--- src/rtl/sc_clk_pkg.sv ---
`timescale 1ns/1ps
package sc_clk_pkg;
  typedef enum logic {
    ST_PARKED = 1'b0,
    ST_RUN    = 1'b1
  } sc_clk_st_e;
endpackage

--- src/rtl/sc_clk_cnt.sv ---
`timescale 1ns/1ps
module sc_clk_cnt #(
  parameter int DIV_W = 8
) (
  input  logic             clk_i,
  input  logic             rst_ni,
  input  logic             clr_i,
  input  logic             en_i,
  input  logic [DIV_W-1:0] div_i,
  output logic             tick_o
);
  logic [DIV_W-1:0] cnt_q;
  logic [DIV_W-1:0] term;

  // zero divisor behaves as one
  assign term   = (div_i == '0) ? '0 : div_i - 1'b1;
  assign tick_o = en_i && (cnt_q >= term);

  always_ff @(posedge clk_i or negedge rst_ni) begin
    if (!rst_ni)               cnt_q <= '0;
    else if (clr_i || tick_o)  cnt_q <= '0;
    else if (en_i)             cnt_q <= cnt_q + 1'b1;
  end

  AST_TICK_RELOADS: assert property (@(posedge clk_i) disable iff (!rst_ni)
    tick_o |=> (cnt_q == '0));
  AST_CLR_RELOADS: assert property (@(posedge clk_i) disable iff (!rst_ni)
    clr_i |=> (cnt_q == '0));
endmodule

--- src/rtl/sc_clk_ctl.sv ---
`timescale 1ns/1ps
module sc_clk_ctl
  import sc_clk_pkg::*;
(
  input  logic clk_i,
  input  logic rst_ni,
  input  logic tick_i,
  input  logic run_i,
  input  logic idle_lvl_i,
  output logic cnt_clr_o,
  output logic cnt_en_o,
  output logic sck_o,
  output logic stopped_o
);
  sc_clk_st_e st_q;
  logic       sck_q;
  logic       stopped_q;

  assign cnt_clr_o = (st_q == ST_PARKED);
  assign cnt_en_o  = (st_q == ST_RUN);
  assign sck_o     = sck_q;
  assign stopped_o = stopped_q;

  always_ff @(posedge clk_i or negedge rst_ni) begin
    if (!rst_ni) begin
      st_q      <= ST_PARKED;
      sck_q     <= 1'b0;
      stopped_q <= 1'b1;
    end else begin
      unique case (st_q)
        ST_PARKED: begin
          sck_q <= idle_lvl_i;
          if (run_i) st_q <= ST_RUN;
        end
        ST_RUN: begin
          if (tick_i) begin
            sck_q <= ~sck_q;
            // park only on the edge that lands on the idle level
            if (!run_i && (sck_q != idle_lvl_i)) begin
              st_q      <= ST_PARKED;
              stopped_q <= 1'b1;
            end else begin
              stopped_q <= 1'b0;
            end
          end
        end
        default: st_q <= ST_PARKED;
      endcase
    end
  end

  AST_PARK_FOLLOWS_LVL: assert property (@(posedge clk_i) disable iff (!rst_ni)
    (st_q == ST_PARKED) |=> (sck_q == $past(idle_lvl_i)));
  AST_EDGE_ONLY_ON_TICK: assert property (@(posedge clk_i) disable iff (!rst_ni)
    (st_q == ST_RUN && !tick_i) |=> $stable(sck_q));
  AST_START_ON_EDGE: assert property (@(posedge clk_i) disable iff (!rst_ni)
    $fell(stopped_q) |-> (sck_q != $past(sck_q)));
  AST_PARK_AT_IDLE: assert property (@(posedge clk_i) disable iff (!rst_ni)
    $rose(stopped_q) |-> (sck_q == $past(idle_lvl_i)));
  AST_RUN_HOLD_MIDPHASE: assert property (@(posedge clk_i) disable iff (!rst_ni)
    (st_q == ST_RUN && !tick_i) |=> (st_q == ST_RUN));
endmodule

--- src/rtl/sc_clk_gen.sv ---
`timescale 1ns/1ps
module sc_clk_gen #(
  parameter int DIV_W = 8
) (
  input  logic             clk_i,
  input  logic             rst_ni,
  input  logic [DIV_W-1:0] div_i,
  input  logic             run_i,
  input  logic             idle_lvl_i,
  input  logic             tx_en_i,
  input  logic             rx_en_i,
  output logic             sck_o,
  output logic             sck_oe_o,
  output logic             stopped_o
);
  logic tick;
  logic cnt_clr;
  logic cnt_en;
  logic oe_q;

  sc_clk_cnt #(.DIV_W(DIV_W)) u_cnt (
    .clk_i  (clk_i),
    .rst_ni (rst_ni),
    .clr_i  (cnt_clr),
    .en_i   (cnt_en),
    .div_i  (div_i),
    .tick_o (tick)
  );

  sc_clk_ctl u_ctl (
    .clk_i      (clk_i),
    .rst_ni     (rst_ni),
    .tick_i     (tick),
    .run_i      (run_i),
    .idle_lvl_i (idle_lvl_i),
    .cnt_clr_o  (cnt_clr),
    .cnt_en_o   (cnt_en),
    .sck_o      (sck_o),
    .stopped_o  (stopped_o)
  );

  // pin floats in reset; driven once the idle level is loaded
  always_ff @(posedge clk_i or negedge rst_ni) begin
    if (!rst_ni) oe_q <= 1'b0;
    else         oe_q <= 1'b1;
  end
  assign sck_oe_o = oe_q;

  AST_OE_STICKY: assert property (@(posedge clk_i) disable iff (!rst_ni)
    sck_oe_o |=> sck_oe_o);
  AST_OE_WITH_IDLE: assert property (@(posedge clk_i) disable iff (!rst_ni)
    $rose(sck_oe_o) |-> (sck_o == $past(idle_lvl_i)));
  AST_TXRX_NO_STOP: assert property (@(posedge clk_i) disable iff (!rst_ni)
    (!stopped_o && run_i && ($fell(tx_en_i) || $fell(rx_en_i))) |=> !stopped_o);
endmodule

--- config.mk ---
export PLATFORM = sky130hd
export DESIGN_NAME = sc_clk_gen
export DESIGN_NICKNAME = d
export VERILOG_FILES = /design/src/rtl/sc_clk_pkg.sv /design/src/rtl/sc_clk_cnt.sv /design/src/rtl/sc_clk_ctl.sv /design/src/rtl/sc_clk_gen.sv
export SDC_FILE = /design/constraint.sdc
export NUM_CORES = 1
export LEC_CHECK = 0
export BUFFER_PORTS_ARGS = -buffer_cell sky130_fd_sc_hd__buf_2
export CAP_MARGIN = 15
export CORE_UTILIZATION = 53
export CTS_CLUSTER_DIAMETER = 40
export DETAILED_ROUTE_END_ITERATION = 16
export PLACE_DENSITY_LB_ADDON = 0.25
export SLEW_MARGIN = 0
export SYNTH_ARGS = -nofsm -noshare
export SYNTH_HDL_FRONTEND = slang
export SYNTH_HIERARCHICAL = 1
export SYNTH_SLANG_ARGS = --single-unit
--- constraint.sdc ---
create_clock -name clk_i -period 2 [get_ports clk_i]
set_input_delay 0 -clock clk_i [delete_from_list [all_inputs] [get_ports clk_i]]
set_output_delay 0 -clock clk_i [all_outputs]
set_load 0.005 [all_outputs]
# Word level (Yosys, flattened, before mapping)
# Index checks and enable logic that the tools add are counted.
# word_totals
reg_bits	12
input_bits	14
out_inout_bits	3
# op_classes
add_sub_neg	2
magnitude_cmp	1
eq_ne	2
muxes	10
n_bitwise	2
reduce_logical	7
# ops
cell	count
8-bit two-way mux	3
8-bit by 1-bit adder with 8-bit output (second input constant)	1
8-bit >= comparator	1
8-bit zero test	1
8-bit by 1-bit subtractor with 8-bit output (second input constant)	1
1-bit two-way mux	5
1-bit case mux with 2 select lines	2
1-bit logical AND	2
2-bit != test (second input constant)	1
1-bit inverter	2
2-bit AND reduction	1
2-bit nonzero test	1
1-bit zero test	1
1-bit logical OR	1
1-bit != test	1

# Longest topological paths before layout
# depth
ltp_word	6
depth_mapped	14
depth_no_buf	13

# Cells and area by module
# Netlist, hierarchy kept.
# by_module_without_submodules
module	instances	cells_per_inst	area_each_um2	seq_area_each_um2
sc_clk_cnt	1	84	788.3	200.2
sc_clk_ctl	1	13	137.6	76.3
sc_clk_gen	1	2	28.8	25.0

# Least setup slack after synthesis
# Ideal clock, no wire load.
# synth_timing
path_kind	input to register
from	in div_i[0]
to	reg u_ctl.sck_q, in the netlist u_ctl/sck_o
arrival_time_ps	2396
required_ps	1872
slack_ps	-524
cell_stages	14
cell_sequence	inv_1 ha_1 nor2b_1 nand3b_1 or3_1 and2_1 ha_1 nand2b_4 a2111oi_4 nor4_2 a21o_1 buf_6 xnor2_1 a21oi_1
# synth_via
elab_chain_len	5
word_cells_on_any_way	6
classes_between	add/sub: 1; order compare: 1; eq/ne: 1; mux: 1; reduce/logical: 2
# synth_lines
item	line	rtl
from (decl)	sc_clk_gen.sv:7	input logic [DIV_W-1:0] div_i,
8-bit by 1-bit subtractor with 8-bit output or 8-bit zero test (tied branches)	sc_clk_cnt.sv:16	assign term = (div_i == '0) ? '0 : div_i - 1'b1;
8-bit two-way mux *	sc_clk_cnt.sv:16	
8-bit >= comparator *	sc_clk_cnt.sv:17	assign tick_o = en_i && (cnt_q >= term);
1-bit logical AND *	sc_clk_cnt.sv:17	
named net tick	sc_clk_gen.sv:16	logic tick;
2-bit != test (no source line) *	--	
to (signal assigned)	sc_clk_ctl.sv:32	sck_q <= idle_lvl_i;
to (signal assigned)	sc_clk_ctl.sv:37	sck_q <= ~sck_q;
to (decl)	sc_clk_ctl.sv:16	logic sck_q;
# The timed path passes the listed nets; every way through them passes the cells marked *.
# A chain may end at the register's enable or synchronous reset.

# Worst setup path in the final report
# layout_timing
from	in div_i[1]
to	reg u_cnt.cnt_q[2]
# layout_via
elab_chain_len	6
word_cells_on_any_way	8
classes_between	add/sub: 1; order compare: 1; mux: 2; reduce/logical: 4
# layout_lines
item	line	rtl
8-bit by 1-bit subtractor with 8-bit output or 8-bit zero test (tied branches)	sc_clk_cnt.sv:16	
8-bit two-way mux *	sc_clk_cnt.sv:16	
8-bit >= comparator *	sc_clk_cnt.sv:17	
1-bit logical AND *	sc_clk_cnt.sv:17	
named net tick	sc_clk_gen.sv:16	
1-bit logical OR *	sc_clk_cnt.sv:21	else if (clr_i || tick_o) cnt_q <= '0;
8-bit two-way mux or 2-bit nonzero test (tied branches)	--	
to (signal assigned)	sc_clk_cnt.sv:22	else if (en_i) cnt_q <= cnt_q + 1'b1;
to (decl)	sc_clk_cnt.sv:12	logic [DIV_W-1:0] cnt_q;
# Marks and branches as above.

==> summary.md <==
| Metric | Value |
|---|---|
| Row count | `14` |
| Dominant cell type by area after synthesis | `dfrtp_1` |
| Area of the mapped netlist | `955 sq um` |
| DRT Wirelength | `1910 um` |
| Initial antenna violation count | `0` |
| Setup TNS | `-1.58 ns` |
| Routed WL per cell | `12.2 um` |
| Synth top area cells | `dfrtp_1 29%, ha_1 13%, nor3_2 7.3%` |
| Starting DRT DRC Count | `11` |
| Layout Area Growth over Synthesis | `38.5%` |
| Failing checks | `setup timing` |
| Dpl hpwl | `1480 um` |
| Final Total Pwr | `1.24 mW` |
| Worst Slack Setup Final | `-0.183 ns` |
| CP startpoint kind | `input pin` |
| Synth Warn # | `6` |
| CTS tree | `built` |
| Final setup viols | `11` |
| Final net count | `158` |
| Largest net degree at the start of global routing | `13` |
| Starting density of the core | `59.9%` |
| Fin. Hold Viols | `0` |
| Syn avg cell area | `9.64 sq um` |
| Worst-Skew Late Latency | `0.27 ns` |
| Arr. time, crit path | `2.38 ns` |
| Fraction of registers with async set/reset | `100%` |
| Clock Pin Slew Worst Setup and Hold Paths | `0.07 ns` |
| Via density | `5.13` |
| Tcrit/Tclk final | `109%` |
| Hold Path Class | `in2async` |
| Number of global-route vias before repair | `830` |
| Most used DFF post-synth | `dfrtp_1` |
| Post-synthesis sequential area ratio | `31.6%` |
| DRT Pass-1 Iters | `4` |
| Gpl congestion | `0.744` |
| Max-Cap Viols | `0` |
| Worst vdd rail ir drop | `0.00104 V` |
| Syn_nets | `123` |
| Post-synth top area share | `28.8%` |
| Die Ht | `44.4 um` |
| Final worst path period need | `2.18 ns` |
| Antenna diode count | `0` |
| Clock Skew | `0.00139 ns` |
| RSZ-0062 raised after global routing | `true` |
| Global-route wire length before repair | `3510 um` |
| Post-synth EDFFs | `0` |
| Critical path class | `in2reg` |
| Max Clk Rate | `458 MHz` |
| CTS Buffer Depth | `2` |
| Port bufs | `14` |
| Run status | `finished with violations` |
| Critical Path Fanout Max | `7` |
| GRT Total Usage | `23.9%` |
| Dpl ws | `-0.531 ns` |
| Synth cell types | `35` |
| Leak pwr | `0.617 nW` |
| Die X | `44.4 um` |
| Root buf cell | `clkbuf_4` |
| DR vias | `806` |
| CP Capture Type | `register` |
| Util after Layout | `83.0%` |
| Share of layout cells above drive strength 1 | `42.1%` |
| Core area | `1590 sq um` |
| Required @ worst endpoint | `2.19 ns` |
| Fill cell count | `106` |
| Die area | `1970 sq um` |
| Cts bufs inserted | `3` |
| PD cells | `936 nW/um^2` |
| Slew Viols, Final | `0` |
| DRC | `0` |
| Synthesized instance count | `99` |
| Remaining antenna violation count | `0` |
| Post-synthesis register bit count | `12` |
| # clock sinks | `12` |
| I/O pin total | `17` |
| H-tree depth | `1` |
| Global route total overflow | `0` |
==> critical path, stage by stage <==
cell	delay (ns)
buf_12	0.11
inv_12	0.04
ha_4	0.12
nor2b_4	0.14
nand3b_1	0.11
or3_4	0.42
and2_4	0.16
ha_4	0.20
nand2b_4	0.14
a2111oi_4	0.30
nor4_2	0.09
a21o_2	0.25
buf_6	0.16
nor3_2	0.14
==> cells in the mapped netlist, drive strengths merged, types with 3 or more instances <==
| cell | instances |
|---|---|
| nor2 | 8 |
| buf | 3 |
| xnor2 | 5 |
| ha | 10 |
| nand2 | 9 |
| nand3 | 4 |
| a21oi | 3 |
| nor3 | 9 |
| xor2 | 7 |
| inv | 6 |
| dfrtp | 11 |
| nor2b | 3 |
==> report_power, final <==
| part | internal, mW | switching (mW) |
|---|---|---|
| Sequential | 0.330 | 0.103 |
| Clock | 0.0772 | 0.0730 |
| Combinational | 0.353 | 0.302 |
==> cell type report <==
type	count	area (sq um)	share of cell area [%]
Multi-Input combinational cell	78	673	50.9
Clock buffer	4	26.3	1.99
Timing Repair Buffer	33	249	18.8
Sequential cell	12	302	22.8
Inverter	6	42.5	3.22
Tap cell	24	30.0	2.27
==> flip-flops by register name, indices dropped and copies added, names as in the netlist <==
| name | flops |
|---|---|
| sck_oe_o | 1 |
| u_cnt/cnt_q | 8 |
| u_ctl/cnt_en_o | 1 |
| u_ctl/sck_o | 1 |
| u_ctl/stopped_o | 1 |
==> what timing repair did <==
| item | in CTS | in global routing |
|---|---|---|
| pin swaps | 4 | 4 |
| hold endpoints to repair | 14 | 0 |
| buffers inserted | 1 | 2 |
| resized for setup | 6 | 7 |
| setup endpoints to repair | 11 | 11 |
| hold buffers | 3 | 0 |
==> cells in the final DEF (no fill, tap or decap), types with 2 or more instances in the layout <==
master | Yosys | final
dfrtp_1 | 11 | 11
clkbuf_4 | 0 | 3
buf_2 | 1 | 12
nor3_1 | 2 | 2
nor3_2 | 7 | 6
xnor2_1 | 5 | 4
nor2b_1 | 3 | 2
o2111ai_1 | 2 | 2
nand2_1 | 9 | 9
nand3_1 | 4 | 3
dlygate4sd3_1 | 0 | 3
a21oi_1 | 3 | 2
buf_4 | 1 | 15
xor2_1 | 7 | 7
nor2_1 | 8 | 7
ha_1 | 10 | 8
inv_1 | 6 | 4
ha_4 | 0 | 2
==> kinds of logic after synthesis <==
kind of cell	Yosys count	share of synthesized area, %
and+or+nand+nor	41	26.1
AOI/OAI and AO/OA	13	11.9
xor gates and xnor gates	12	11.0
DFF	12	31.6
adders and majority gates	10	13.1
buffers and inverters	9	4.85
other	1	0.393
muxes	1	1.05
==> metal layers <==
layer,track usage (%),vias up,share of wire (%)
met5,0,-,0
met4,3.64,0,0.89
met3,7.35,4,2.8
met2,39.4,11,48
met1,31.3,377,48
li1,-,414,-
==> through the flow <==
| step | hold slack, ns | std cells | area [sq um] |
|---|---|---|---|
| floorplan | -0.296 | 99 | 1020 |
| global placement | -0.116 | 147 | 1200 |
| detailed placement | -0.111 | 147 | 1200 |
| CTS | 0.134 | 155 | 1280 |
| global route | 0.145 | 157 | 1320 |
| finish | 0.129 | 157 | 1320 |
==> path summary, 6_finish.rpt <==
kind,endpoint,slack [ns],start,depth (start not counted)
worst max-delay path,u_cnt/cnt_q[2],-0.18,div_i[1],14
worst min-delay path,u_ctl/sck_o,0.13,rst_ni,2
worst max register to register,u_cnt/cnt_q[2],0.11,u_cnt/cnt_q[0],8
worst min register to register,u_cnt/cnt_q[6],0.61,u_cnt/cnt_q[6],2
max in group asynchronous,u_ctl/stopped_o,1.60,rst_ni,2
min in group clk_i,u_cnt/cnt_q[1],0.54,div_i[7],7
Power figures use the tool's default switching activity.
